===== src/rtl/rtc_pkg.sv =====
package rtc_pkg;
  localparam int FN_W = 6;

  typedef enum logic [1:0] {
    IO_PULSE = 2'b00,
    IO_INPUT = 2'b01,
    IO_OUTPUT = 2'b10,
    IO_SENSE = 2'b11
  } io_kind_e;

  localparam logic [FN_W-1:0] FN_RUN  = 6'o00;
  localparam logic [FN_W-1:0] FN_HALT = 6'o10;

  typedef struct packed {
    logic halt;
    logic run;
    logic rd;
    logic bad;
  } cmd_dec_t;
endpackage


===== src/rtl/rtc_cmd_decode.sv =====
module rtc_cmd_decode
  import rtc_pkg::*;
(
  input  logic            valid_i,
  input  logic [1:0]      kind_i,
  input  logic [FN_W-1:0] func_i,
  output cmd_dec_t        dec_o
);
  always_comb begin
    dec_o = '0;
    if (valid_i) begin
      case (kind_i)
        IO_PULSE: begin
          if (func_i == FN_HALT)     dec_o.halt = 1'b1;
          else if (func_i == FN_RUN) dec_o.run  = 1'b1;
          else                       dec_o.bad  = 1'b1;
        end
        IO_INPUT: begin
          if (func_i == FN_HALT || func_i == FN_RUN) dec_o.rd = 1'b1;
          else                                       dec_o.bad = 1'b1;
        end
        default: dec_o.bad = 1'b1;
      endcase
    end
  end
endmodule


===== src/rtl/rtc_counter.sv =====
module rtc_counter #(
  parameter int CNT_W = 16,
  parameter int LOW_W = 8
) (
  input  logic             clk,
  input  logic             rst_n,
  input  logic             adv_i,
  input  logic [CNT_W-1:0] step_i,
  output logic [CNT_W-1:0] count_o,
  output logic             hi_chg_o
);
  localparam logic [CNT_W-1:0] ONE = {{(CNT_W-1){1'b0}}, 1'b1};

  logic [CNT_W-1:0] count_q, eff_step, next_cnt;

  assign eff_step = (step_i == '0) ? ONE : step_i;
  assign next_cnt = count_q + eff_step;
  assign hi_chg_o = adv_i && (next_cnt[CNT_W-1:LOW_W] != count_q[CNT_W-1:LOW_W]);
  assign count_o  = count_q;

  always_ff @(posedge clk) begin
    if (!rst_n)     count_q <= '0;
    else if (adv_i) count_q <= next_cnt;
  end


  hold_when_idle_chk: assert property (@(posedge clk) disable iff (!rst_n)
    !adv_i |=> $stable(count_o));


  zero_step_one_chk: assert property (@(posedge clk) disable iff (!rst_n)
    (adv_i && step_i == '0) |=> count_o == $past(count_o) + ONE);
endmodule


===== src/rtl/rtc_irq_ctl.sv =====
module rtc_irq_ctl (
  input  logic clk,
  input  logic rst_n,
  input  logic set_i,
  input  logic clr_i,
  input  logic ack_i,
  input  logic ien_we_i,
  input  logic ien_d_i,
  output logic pend_o,
  output logic irq_o
);
  logic pend_q, ien_q;

  always_ff @(posedge clk) begin
    if (!rst_n) begin
      pend_q <= 1'b0;
      ien_q  <= 1'b0;
    end else begin
      pend_q <= set_i | (pend_q & ~(clr_i | ack_i));
      if (ien_we_i) ien_q <= ien_d_i;
    end
  end

  assign pend_o = pend_q;
  assign irq_o  = pend_q & ien_q;


  set_leaves_pend_chk: assert property (@(posedge clk) disable iff (!rst_n)
    set_i |=> pend_o);


  clear_drops_pend_chk: assert property (@(posedge clk) disable iff (!rst_n)
    ((clr_i || ack_i) && !set_i) |=> !pend_o);
endmodule


===== src/rtl/iobus_rtc.sv =====
module iobus_rtc
  import rtc_pkg::*;
#(
  parameter int CNT_W = 16,
  parameter int LOW_W = 8
) (
  input  logic             clk,
  input  logic             rst_n,
  input  logic             tick_i,
  input  logic [CNT_W-1:0] step_i,
  input  logic             io_valid_i,
  input  logic [1:0]       io_kind_i,
  input  logic [FN_W-1:0]  io_func_i,
  output logic [CNT_W-1:0] rd_data_o,
  output logic             skip_o,
  output logic             badfn_o,
  input  logic             ien_we_i,
  input  logic             ien_d_i,
  input  logic             irq_ack_i,
  output logic             irq_pend_o,
  output logic             irq_o
);
  cmd_dec_t         dec;
  logic             run_q, adv, hi_chg;
  logic [CNT_W-1:0] count;
  logic [CNT_W-1:0] rd_q;
  logic             skip_q, bad_q;

  rtc_cmd_decode u_dec (
    .valid_i (io_valid_i),
    .kind_i  (io_kind_i),
    .func_i  (io_func_i),
    .dec_o   (dec)
  );

  assign adv = tick_i & run_q;

  rtc_counter #(.CNT_W(CNT_W), .LOW_W(LOW_W)) u_cnt (
    .clk      (clk),
    .rst_n    (rst_n),
    .adv_i    (adv),
    .step_i   (step_i),
    .count_o  (count),
    .hi_chg_o (hi_chg)
  );

  rtc_irq_ctl u_irq (
    .clk      (clk),
    .rst_n    (rst_n),
    .set_i    (hi_chg),
    .clr_i    (dec.halt | dec.run),
    .ack_i    (irq_ack_i),
    .ien_we_i (ien_we_i),
    .ien_d_i  (ien_d_i),
    .pend_o   (irq_pend_o),
    .irq_o    (irq_o)
  );

  always_ff @(posedge clk) begin
    if (!rst_n) begin
      run_q  <= 1'b1;
      rd_q   <= '0;
      skip_q <= 1'b0;
      bad_q  <= 1'b0;
    end else begin
      if (dec.halt)     run_q <= 1'b0;
      else if (dec.run) run_q <= 1'b1;
      if (dec.rd) rd_q <= count;
      skip_q <= dec.rd;
      bad_q  <= dec.bad;
    end
  end

  assign rd_data_o = rd_q;
  assign skip_o    = skip_q;
  assign badfn_o   = bad_q;


  halt_stops_chk: assert property (@(posedge clk) disable iff (!rst_n)
    (io_valid_i && io_kind_i == IO_PULSE && io_func_i == FN_HALT) |=> !run_q);


  read_skips_chk: assert property (@(posedge clk) disable iff (!rst_n)
    (io_valid_i && io_kind_i == IO_INPUT && (io_func_i == FN_HALT || io_func_i == FN_RUN))
      |=> skip_o);


  skip_xor_bad_chk: assert property (@(posedge clk) disable iff (!rst_n)
    !(skip_o && badfn_o));
endmodule


===== config.mk =====
export PLATFORM = sky130hd
export DESIGN_NAME = iobus_rtc
export DESIGN_NICKNAME = d
export VERILOG_FILES = /design/src/rtl/rtc_pkg.sv /design/src/rtl/rtc_cmd_decode.sv /design/src/rtl/rtc_counter.sv /design/src/rtl/rtc_irq_ctl.sv /design/src/rtl/iobus_rtc.sv
export SDC_FILE = /design/constraint.sdc
export NUM_CORES = 1
export LEC_CHECK = 0
export BUFFER_PORTS_ARGS = -buffer_cell sky130_fd_sc_hd__buf_2
export CORE_ASPECT_RATIO = 1.5
export CORE_UTILIZATION = 40
export CTS_BUF_LIST = sky130_fd_sc_hd__clkbuf_8
export CTS_CLUSTER_SIZE = 8
export DETAILED_ROUTE_END_ITERATION = 6
export PLACE_DENSITY = 0.62
export SETUP_SLACK_MARGIN = 0.4
export SYNTH_ARGS = -nofsm -noshare
export SYNTH_HDL_FRONTEND = slang
export SYNTH_SLANG_ARGS = --single-unit

===== constraint.sdc =====
create_clock -name clk -period 7 [get_ports clk]
set_input_delay 1.4 -clock clk [delete_from_list [all_inputs] [get_ports clk]]
set_output_delay 1.4 -clock clk [all_outputs]
set_load 0.02 [all_outputs]

==> Yosys cells after proc, flatten, opt, wreduce, memory -nomap -nowiden <==
Index checks and enable logic that the tools add are counted.
{ "word_totals": {"ff_bits": 37, "latch_bits": 0, "ramBits": 0, "mem_bits_ro": 0, "input_bits": 31, "mem_count": 0} }
{ "op_classes": {"n_addsub": 1, "n_mul": 0, "n_div": 0, "order_cmp": 0, "n_eq_ne": 3, "n_shift": 0, "muxes": 14, "n_bitwise": 7, "reduce_logical": 7} }
{ "ops": {"columns": ["op", "count"], "rows": [
  ["$add 16x16->16", 1],
  ["$logic_not 16->1", 1],
  ["$mux 16", 1],
  ["$mux 1", 10],
  ["$ne 8x8->1", 1],
  ["$eq 6x4->1 const B", 1],
  ["$logic_not 6->1", 1],
  ["$mux 4", 1],
  ["$and 1x1->1", 3],
  ["$or 1x1->1", 3],
  ["$eq 2x1->1 const B", 1],
  ["$logic_not 2->1", 1],
  ["$mux 2", 1],
  ["$pmux 1 s2", 1],
  ["$reduce_and 2->1", 1],
  ["$reduce_bool 2->1", 1],
  ["$logic_and 1x1->1", 1],
  ["$logic_or 1x1->1", 1],
  ["$not 1->1", 1]
]} }

==> Depth between registers and ports, before layout <==
Gate-level depths: netlist of the first run.
{ "depth": {"depth_word": 10, "ltp_mapped": 11, "mapped_depth_nobuf": 11} }

==> Hierarchy <==
A second synthesis of the first run with hierarchy kept.
{ "hier_totals": {"hier_cells": 274, "hier_area_um2": 2489.9} }
{ "by_module_without_submodules": {"columns": ["mod", "instances", "cells_per_inst", "area_each_um2", "seq_area_each_um2"], "rows": [
  ["rtc_counter", 1, 199, 1631.6, 320.3],
  ["iobus_rtc", 1, 60, 710.7, 380.4],
  ["rtc_irq_ctl", 1, 8, 82.6, 40.0],
  ["rtc_cmd_decode", 1, 7, 65.1, 0.0]
]} }

==> Least setup slack after synthesis of the first run <==
No wires, ideal clock.
{ "synth_path": {"path_type": "input port to flip-flop", "from": "in step_i[14]", "to": "reg u_irq.pend_q (netlist: u_irq.pend_o)", "setup_time_ns": 0.129, "arrival_time_ns": 3.740, "slack_ns": 3.131, "path_stages": 11, "path_cell_list": "nor3_1 -> a41o_1 -> ha_1 -> fa_1 -> a21oi_1 -> o21ai_0 -> a31o_2 -> or4_1 -> and4_1 -> nor3_1 -> a31oi_1"} }
{ "synth_between": {"elab_chain_cells": 6} }
{ "synth_rtl": {"columns": ["item", "line_no", "text"], "rows": [
  ["start: declaration", "iobus_rtc.sv:10", "input logic [CNT_W-1:0] step_i,"],
  ["$logic_not 16->1", "rtc_counter.sv:16", "assign eff_step = (step_i == '0) ? ONE : step_i;"],
  ["$mux 16 (*)", "rtc_counter.sv:16", null],
  ["$add 16x16->16 (*)", "rtc_counter.sv:17", "assign next_cnt = count_q + eff_step;"],
  ["$ne 8x8->1 (*)", "rtc_counter.sv:18", "assign hi_chg_o = adv_i && (next_cnt[CNT_W-1:LOW_W] != count_q[CNT_W-1:LOW_W]);"],
  ["$logic_and 1x1->1 (*)", "rtc_counter.sv:18", null],
  ["$or 1x1->1 (*)", "rtc_irq_ctl.sv:19", "pend_q <= set_i | (pend_q & ~(clr_i | ack_i));"],
  ["end signal: assignment", "rtc_irq_ctl.sv:19", null],
  ["end: declaration", "rtc_irq_ctl.sv:12", "logic pend_q, ien_q;"]
]} }
Mark *: on every way between the ends. The rest lies on a longest branch, timed or not.
A chain may end at the register's enable or synchronous reset.

==> Final worst setup path of the first run <==
{ "layout_path": {"from": "in step_i[10]", "to": "reg u_irq.pend_q (netlist: u_irq.pend_o)"} }
Same word-level chain as after synthesis.

==> results of run 1 <==
-- area by class of cell --
cell class              count  area, um2  share of cell area
clock buffers               5       68.8              0.0255
clock inverters             3       13.8             0.00509
inverters                   1       3.75             0.00139
multi-input cells         232       1540               0.568
flip-flops and latches     37        741               0.274
well taps                  72       90.1              0.0333
repair buffers             50        250              0.0925
-- Yosys cell counts, drive strengths merged, types with 4 or more instances --
| cell type | count | area (um2) |
|---|---|---|
| a21boi | 21 | 158 |
| a21oi | 13 | 65.1 |
| a31oi | 4 | 25.0 |
| and2 | 13 | 81.3 |
| clkbuf | 25 | 93.8 |
| dfxtp | 37 | 741 |
| ha | 15 | 188 |
| nand2 | 60 | 225 |
| nor2 | 7 | 26.3 |
| nor2b | 6 | 37.5 |
| nor3 | 8 | 40.0 |
| nor4 | 5 | 43.8 |
| o211ai | 5 | 37.5 |
| o21ai | 19 | 95.1 |
| xnor2 | 7 | 61.3 |
| xor2 | 8 | 70.1 |
-- state kept, by name, indices dropped and copies added, names as in the netlist --
| register | count |
|---|---|
| u_irq.ien_q | 1 |
| badfn_o | 1 |
| u_irq.pend_o | 1 |
| u_cnt.count_o | 16 |
| rd_data_o | 16 |
| skip_o | 1 |
| run_q | 1 |
-- layer usage --
layer | vias up | part of all wire
met5 | - | 0
met4 | 0 | 0.013
met3 | 6 | 0.024
met2 | 31 | 0.52
met1 | 941 | 0.45
li1 | 1102 | -
-- report_power, final --
part | switching (mW) | leakage (nW) | internal (mW)
combinational | 0.111 | 0.808 | 0.0989
sequential | 0.0157 | 0.302 | 0.224
clock | 0.0707 | 0.0491 | 0.0674
-- worst register-to-register path, cell delays in order (launching register included) --
cell	delay [ns]
dfxtp_1	0.33
ha_1	0.24
fa_1	0.41
a21oi_1	0.19
o21ai_0	0.15
a31o_2	0.32
or4_1	0.51
and4_1	0.21
nor3_1	0.16
a31oi_1	0.10
-- kinds of logic (layout without fill, tap and decap cells) --
family / count (synthesis) / after routing / share of synthesized area
buffers and inverters: 29 / 59 / 0.0531
DFF: 37 / 37 / 0.308
xor gates and xnor gates: 18 / 18 / 0.0843
and+or+nand+nor: 116 / 116 / 0.240
AOI/OAI and AO/OA: 79 / 79 / 0.215
muxes: 3 / 3 / 0.0125
adders and majority gates: 16 / 16 / 0.0864
-- how the worst max path moves through the flow --
stage               startpoint           end  slack, ns  cells after the start
CTS                 step_i[10]  u_irq.pend_o       2.99                     12
global route        step_i[10]  u_irq.pend_o       2.82                     12
detailed placement  step_i[10]  u_irq.pend_o       2.70                     12
global placement    step_i[10]  u_irq.pend_o       2.77                     12
floorplan           step_i[14]  u_irq.pend_o       3.13                     11
finish              step_i[10]  u_irq.pend_o       2.98                     12
-- per-stage QoR --
stage          std cells  hold WS (ns)   util
4_1_cts              400         0.466  0.467
3_3_place_gp         392         0.449  0.453
3_5_place_dp         392         0.455  0.453
5_1_grt              400         0.492  0.467
2_1_floorplan        298         0.446      -
6_report             400         0.462  0.467
-- cells in the final DEF (no fill, tap or decap), types with 4 or more instances in the layout --
master,n
nand2_1,60
buf_2,50
dfxtp_1,37
a21boi_0,20
o21ai_0,19
ha_1,15
and2_1,13
a21oi_1,13
nor3_1,8
xor2_1,8
nor2_1,7
xnor2_1,7
nor2b_1,6
o211ai_1,5
clkbuf_8,5
a31oi_1,4
==> impl_metrics.py, run 1 <==
metrics = {
    "status": {
        "outcome": "finished, final reports clean",
    },
    "job": {
        "maxCapViolCount": 0,
    },
    "final_layout": {
        "nets": 374,
        "diodes": 0,
        "syn_to_final_growth_pct": 12.4,
        "layout-drive-gt1-share": 0.204,
        "fin_area_um2": 2700,
        "n_fill_cell": 615,
    },
    "critical_path": {
        "timing.rr.end": "u_irq.pend_o",
        "slowest_stage": "nor4_1",
        "reg2regPathDepth": 9,
        "cp-start-kind": "input port",
        "crit_path_end_kind": "flop",
        "cp_cell_sequence": "buf_2 -> nor4_1 -> a41o_1 -> ha_1 -> fa_1 -> a21oi_1 -> o21ai_0 -> a2111oi_0 -> or3_1 -> xnor3_2 -> nor4_2 -> a31oi_1",
        "r2r_start": "u_cnt.count_o[0]",
        "cp.required_ns": 7.16,
        "worstPathArrival_ns": 4.17,
        "rrSetupSlack_ns": 4.24,
        "slowest_delay_ns": 0.43,
        "crit_buf_inv": 1,
        "path_class": "input port to flop",
        "path_delay_family": "simple AND/OR/NAND/NOR gates",
        "crit_fanout": 3,
    },
    "sta": {
        "hold_violations": 0,
        "setup_ws_ns": 2.98,
        "setup_tns_ns": 0,
        "tightestPinTransition_ns": 0.695,
        "setup_violations": 0,
        "relSlewSlack": 0.525,
        "fmax_mhz": 249,
        "rsz0062_at_grt": "false",
        "min_period_over_period": 0.574,
        "period_needed_ns": 4.02,
        "slew_violations": 0,
        "finClkSkew_ns": 0.00544,
    },
    "global_routing": {
        "grt_pass1_vias": 1885,
        "met3_usage": 0.0153,
        "grt_pass1_wl_um": 8910,
        "grt_util_all_layers": 0.181,
        "grt_antenna_before_repair": 0,
        "grtUsageMet1": 0.223,
        "grt-ovfl-total": 0,
        "grt_most_used_layer": "met2",
        "grt_max_degree": 39,
        "use_met2": 0.322,
    },
    "cts": {
        "cts_setup_buffers": 0,
        "cts_buffer_depth": 2,
        "post_cts_resized": 0,
        "cts_hold_buf": 0,
        "cts_tree": "built",
        "clockRootBuffer": "clkbuf_8",
        "cts_sinks": 37,
        "cts_buffers": 5,
        "cts.clk_slew.worst_paths_ns": 0.07,
        "clock_latency_ns": 0.28,
        "htree_levels": 2,
    },
    "floorplanning": {
        "core-area_um2": 5790,
        "initial_core_util": 0.416,
        "num_rows": 34,
        "boundaryPins": 51,
        "dieArea_um2": 6330,
        "die_h_um": 97.0,
        "chipWidth_um": 65.3,
    },
    "detailed_routing": {
        "avgViaCountPerCell": 5.20,
        "wirelength_um": 5450,
        "via_count": 2080,
        "dr.first_iter.drc_count": 71,
        "wl_per_cell_um": 13.6,
        "drc_errors": 0,
        "ant_nets": 0,
        "dr.pass1.iters": 4,
    },
    "placement": {
        "portBuffers": 50,
        "pre_cts_ws_ns": 2.70,
        "hpwlAfterDp_um": 4360,
        "gp_congestion": 0.906,
        "postPlaceCellArea_um2": 2620,
    },
    "synthesis": {
        "seq_area_frac_synth": 0.308,
        "syn_area_um2": 2400,
        "ys_ff_latch": 37,
        "syn-instance-count": 298,
        "syn_area_per_cell_um2": 8.07,
        "synthArstFlopShare": 0,
        "synth_warnings": 0,
        "yosys_most_used_dff": "dfxtp_1",
        "synth_edf_count": 0,
        "synth.distinct_cells": 44,
        "syn-num-nets": 345,
    },
    "power": {
        "powerDensity_nw_per_um2": 218,
        "total_power_mw": 0.588,
        "ir_drop_mv": 0.0759,
        "power.leakage_nw": 1.16,
    },
    "min_path": {
        "min_to": "rd_data_o[4]",
        "hold_class": "flop to flop",
        "worstHoldStart": "rd_data_o[4]",
        "hold_depth": 2,
    },
}
Power figures use the tool's default switching activity.
==> run 2: changes to the inputs <==
- PLACE_DENSITY: 0.62 -> 0.64
- clock period: 7 -> 3.6 ns (I/O delays scaled with it)
==> impl_metrics.py, run 2 (synthesis results as in run 1) <==
metrics = {
    "status": {
        "outcome": "finished, final reports clean",
    },
    "placement": {
        "portBuffers": 50,
        "gp_congestion": 0.882,
        "hpwlAfterDp_um": 4370,
    },
    "final_layout": {
        "nets": 383,
        "final_cell_mix": "nand2_1 (60), buf_2 (46), dfxtp_1 (37)",
        "syn_to_final_growth_pct": 20.9,
        "diodes": 0,
        "fin_util": 0.502,
        "layout-drive-gt1-share": 0.264,
        "layout_commonest_cell": "nand2_1",
    },
    "sta": {
        "tightestPinTransition_ns": 0.821,
        "hold-worst-slack_ns": 0.462,
        "fmax_mhz": 319,
        "rsz0062_at_grt": "false",
        "hold_violations": 0,
        "min_period_over_period": 0.869,
        "finClkSkew_ns": 0.00382,
        "slew_violations": 0,
        "relSlewSlack": 0.439,
        "period_needed_ns": 3.13,
        "setup_violations": 0,
    },
    "critical_path": {
        "crit_path_end_kind": "flop",
        "crit_end": "u_irq.pend_o",
        "crit_fanout": 2,
        "cp.required_ns": 3.75,
        "worstPathArrival_ns": 3.28,
        "reg2regPathDepth": 11,
        "rrSetupSlack_ns": 1.04,
        "cp-start-kind": "input port",
        "r2r_start": "u_cnt.count_o[0]",
        "critPathLaunch": "step_i[13]",
        "path_class": "input port to flop",
        "timing.rr.end": "u_irq.pend_o",
    },
    "global_routing": {
        "grt_pass1_vias": 2020,
        "grt_max_degree": 39,
        "grt_antenna_before_repair": 0,
        "grt_util_all_layers": 0.188,
        "grt_pass1_wl_um": 9460,
        "grt-ovfl-total": 0,
    },
    "floorplanning": {
        "num_rows": 34,
        "chipWidth_um": 65.3,
        "boundaryPins": 51,
        "core-area_um2": 5790,
        "dieArea_um2": 6330,
        "initial_core_util": 0.416,
        "die_h_um": 97.0,
    },
    "power": {
        "p_switching_mw": 0.411,
        "switching_share": 0.329,
        "powerDensity_nw_per_um2": 429,
        "comb_power_share": 0.377,
        "power.leakage_nw": 1.23,
        "ir_drop_mv": 0.197,
        "p_seq_frac": 0.374,
        "p_clk_frac": 0.249,
        "internal_power_mw": 0.837,
    },
    "detailed_routing": {
        "routed.top_layer": "met4",
        "ant_nets": 0,
        "met1_length_um": 2540,
        "wl_met3_um": 120,
        "met2_length_um": 2820,
        "wl_per_cell_um": 13.7,
        "avgViaCountPerCell": 5.25,
        "via_count": 2147,
        "drc_errors": 0,
        "dr.pass1.iters": 4,
        "dr.first_iter.drc_count": 83,
        "wirelength_um": 5610,
    },
    "cts": {
        "cts_buffers": 5,
        "cts_buffer_depth": 2,
        "htree_levels": 2,
        "clock_latency_ns": 0.28,
        "cts_hold_buf": 0,
        "clockRootBuffer": "clkbuf_8",
        "cts_tree": "built",
        "cts.clk_slew.worst_paths_ns": 0.07,
        "cts_sinks": 37,
    },
    "min_path": {
        "hold_class": "flop to flop",
    },
    "job": {
        "maxCapViolCount": 0,
    },
}
-- run 2: per-layer routing --
layer  GRT usage  up-vias
met5           0        -
met4      0.0786        0
met3      0.0177        8
met2       0.316       34
met1       0.240      994
li1            -     1111
-- run 2: cell type report --
class,count,area [um2]
fill,602,2880
multi-input combinational,232,1620
sequential,37,741
timing repair buffer,59,347
clock buffer,7,96.3
tap,72,90.1
clock inverter,1,5.00
inverter,1,3.75
-- run 2: worst min-delay path by stage --
stage / from / to / slack [ns] / cells past startpoint
6_report: rd_data_o[13] / rd_data_o[13] / 0.46 / 2
5_1_grt: rd_data_o[15] / rd_data_o[15] / 0.49 / 2
4_1_cts: rd_data_o[13] / rd_data_o[13] / 0.46 / 2
3_5_place_dp: rd_data_o[13] / rd_data_o[13] / 0.45 / 2
3_3_place_gp: rd_data_o[13] / rd_data_o[13] / 0.45 / 2
2_1_floorplan: u_cnt.count_o[15] / rd_data_o[15] / 0.45 / 2
-- run 2: through the flow --
step	setup slack, ns	power (mW)	cells	TNS (ns)	instance area [um2]
after CTS	0.402	1.21	408	0	2800
after global placement	0.0458	0.889	399	0	2670
final	0.470	1.25	409	0	2910
after floorplan	0.411	0.799	298	0	2400
after global routing	0.350	1.33	409	0	2910
after detailed placement	-0.0219	0.893	399	-0.0219	2670
-- run 2: power groups by stage --
stage                     logic, mW  registers (mW)  clock network [mW]
after floorplan               0.333           0.467                   0
after global placement        0.414           0.475                   0
after detailed placement      0.417           0.476                   0
after CTS                     0.425           0.466               0.318
after global routing          0.521           0.471               0.340
final                         0.471           0.467               0.310
-- run 2: worst max-delay path, stage by stage --
cell,delay [ns]
buf_6,0.07
nor4_2,0.03
buf_4,0.13
a41o_1,0.24
ha_2,0.19
fa_2,0.35
a21oi_2,0.14
o21ai_1,0.08
buf_4,0.16
buf_6,0.12
a2111oi_4,0.34
or3_4,0.19
xnor3_2,0.26
nor4_4,0.15
a31oi_1,0.11
-- run 2: what timing repair did --
action	CTS	global route
endpoints found under the setup margin	2	2
buffers inserted	1	1
gates resized for setup	4	18
pin swaps	2	10
==> run 3: changes to the inputs <==
- PLACE_DENSITY: 0.64 -> 0.66
==> impl_metrics.py, run 3 (synthesis results as in run 1) <==
metrics = {
    "placement": {
        "postPlaceCellArea_um2": 2650,
        "gp_congestion": 0.884,
        "portBuffers": 50,
        "hpwlAfterDp_um": 4460,
    },
    "final_layout": {
        "diodes": 0,
        "n_fill_cell": 624,
        "layout-drive-gt1-share": 0.243,
        "layout_commonest_cell": "nand2_1",
        "nets": 379,
        "final_cell_mix": "nand2_1 (60), buf_2 (50), dfxtp_1 (37)",
        "fin_area_um2": 2780,
        "syn_to_final_growth_pct": 15.7,
    },
    "detailed_routing": {
        "wirelength_um": 5530,
        "dr.first_iter.drc_count": 78,
        "drc_errors": 0,
        "wl_per_cell_um": 13.7,
        "avgViaCountPerCell": 5.35,
        "ant_nets": 0,
        "dr.pass1.iters": 4,
        "via_count": 2167,
    },
    "sta": {
        "period_needed_ns": 3.12,
        "tightestPinTransition_ns": 0.725,
        "rsz0062_at_grt": "false",
        "setup_tns_ns": 0,
        "finClkSkew_ns": 0.00396,
        "setup_violations": 0,
        "relSlewSlack": 0.504,
        "fmax_mhz": 321,
        "slew_violations": 0,
        "min_period_over_period": 0.865,
        "hold_violations": 0,
    },
    "floorplanning": {
        "chipWidth_um": 65.3,
        "dieArea_um2": 6330,
        "initial_core_util": 0.416,
        "boundaryPins": 51,
        "die_h_um": 97.0,
        "core-area_um2": 5790,
        "num_rows": 34,
    },
    "min_path": {
        "hold_class": "flop to flop",
    },
    "cts": {
        "clockRootBuffer": "clkbuf_8",
        "cts_tree": "built",
        "cts_sinks": 37,
        "clock_latency_ns": 0.28,
        "cts.clk_slew.worst_paths_ns": 0.07,
        "cts_buffers": 5,
        "htree_levels": 2,
        "cts_buffer_depth": 2,
    },
    "power": {
        "p_clk_frac": 0.231,
        "ir_drop_mv": 0.120,
        "internal_power_mw": 0.775,
        "switching_share": 0.338,
        "powerDensity_nw_per_um2": 421,
        "p_switching_mw": 0.395,
        "comb_power_share": 0.371,
        "power.leakage_nw": 1.19,
        "p_seq_frac": 0.398,
    },
    "critical_path": {
        "cp.required_ns": 3.76,
        "cp-start-kind": "input port",
        "worstPathArrival_ns": 3.27,
        "slowest_delay_ns": 0.51,
        "crit_path_end_kind": "flop",
        "path_delay_family": "simple AND/OR/NAND/NOR gates",
        "path_class": "input port to flop",
        "slowest_stage": "or4_1",
        "crit_buf_inv": 2,
        "cp_cell_sequence": "buf_2 -> nor4_1 -> buf_4 -> a41o_1 -> ha_1 -> fa_2 -> a21oi_2 -> o21ai_2 -> a31o_2 -> or4_1 -> and4_1 -> nor3_2 -> a31oi_1",
        "crit_fanout": 4,
    },
    "global_routing": {
        "grt_antenna_before_repair": 0,
        "grt_pass1_vias": 2016,
        "grt_util_all_layers": 0.190,
        "grt_max_degree": 39,
        "grt-ovfl-total": 0,
        "grt_pass1_wl_um": 9510,
    },
    "job": {
        "maxCapViolCount": 0,
    },
    "status": {
        "outcome": "finished, final reports clean",
    },
}
[run 3: cell types whose count changed in the layout (fill, tap and decap cells not counted), moves of 2 or more]
cell	previous run	this run
buf_6	5	0
buf_2	46	50
buf_4	8	5
clkbuf_8	7	5
[run 3: worst reg2reg max path: stages (launching register included)]
cell,delay (ns)
dfxtp_1,0.33
ha_1,0.23
fa_2,0.37
a21oi_2,0.17
o21ai_2,0.10
a31o_2,0.28
or4_1,0.51
and4_1,0.23
nor3_2,0.10
a31oi_1,0.09
[run 3: final cells by class]
class / count / area (um2) / share of cell area
Clock buffer: 5 / 68.8 / 0.0247
Clock inverter: 3 / 13.8 / 0.00495
Inverter: 1 / 3.75 / 0.00135
Multi-Input combinational cell: 232 / 1580 / 0.567
Sequential cell: 37 / 741 / 0.266
Tap cell: 72 / 90.1 / 0.0324
Timing Repair Buffer: 55 / 288 / 0.103
[run 3: power by group through the flow]
stage	registers, mW	clock network (mW)	logic [mW]
3_3_place_gp	0.475	0	0.407
5_1_grt	0.470	0.298	0.484
4_1_cts	0.466	0.278	0.420
6_report	0.466	0.270	0.434
3_5_place_dp	0.476	0	0.414
2_1_floorplan	0.467	0	0.333
[run 3: final timing paths]
path	slack (ns)	to	depth (start not counted)	start
setup / recovery	0.48	u_irq.pend_o	13	step_i[15]
hold reg to reg	0.46	rd_data_o[1]	2	rd_data_o[1]
hold / removal	0.46	rd_data_o[1]	2	rd_data_o[1]
setup reg to reg	1.06	u_irq.pend_o	9	u_cnt.count_o[0]
[run 3: per-layer routing]
| metal | part of all wire | track usage | vias to the layer above | wire length [um] |
|---|---|---|---|---|
| met2 | 0.52 | 0.329 | 50 | 2900 |
| met1 | 0.42 | 0.230 | 994 | 2320 |
| met4 | 0.024 | 0.0769 | 0 | 132 |
| met3 | 0.032 | 0.0224 | 10 | 179 |
| li1 | - | - | 1113 | - |
| met5 | 0 | 0 | - | 0 |
[run 3: per-stage QoR]
step / cells / hold slack (ns) / total power, mW / setup WS [ns] / utilization
floorplan: 298 / 0.446 / 0.799 / 0.411 / -
global placement: 396 / 0.449 / 0.882 / 0.0748 / 0.458
detailed placement: 396 / 0.456 / 0.890 / 0.00979 / 0.458
CTS: 404 / 0.466 / 1.16 / 0.442 / 0.474
global route: 405 / 0.483 / 1.25 / 0.392 / 0.481
finish: 405 / 0.462 / 1.17 / 0.484 / 0.481
[run 3: repair_timing]
action | CTS | global route
buffers inserted | 0 | 1
gates resized for setup | 5 | 6
endpoints found under the setup margin | 2 | 5
pin swaps | 0 | 3
hold buffers | 0 | 0
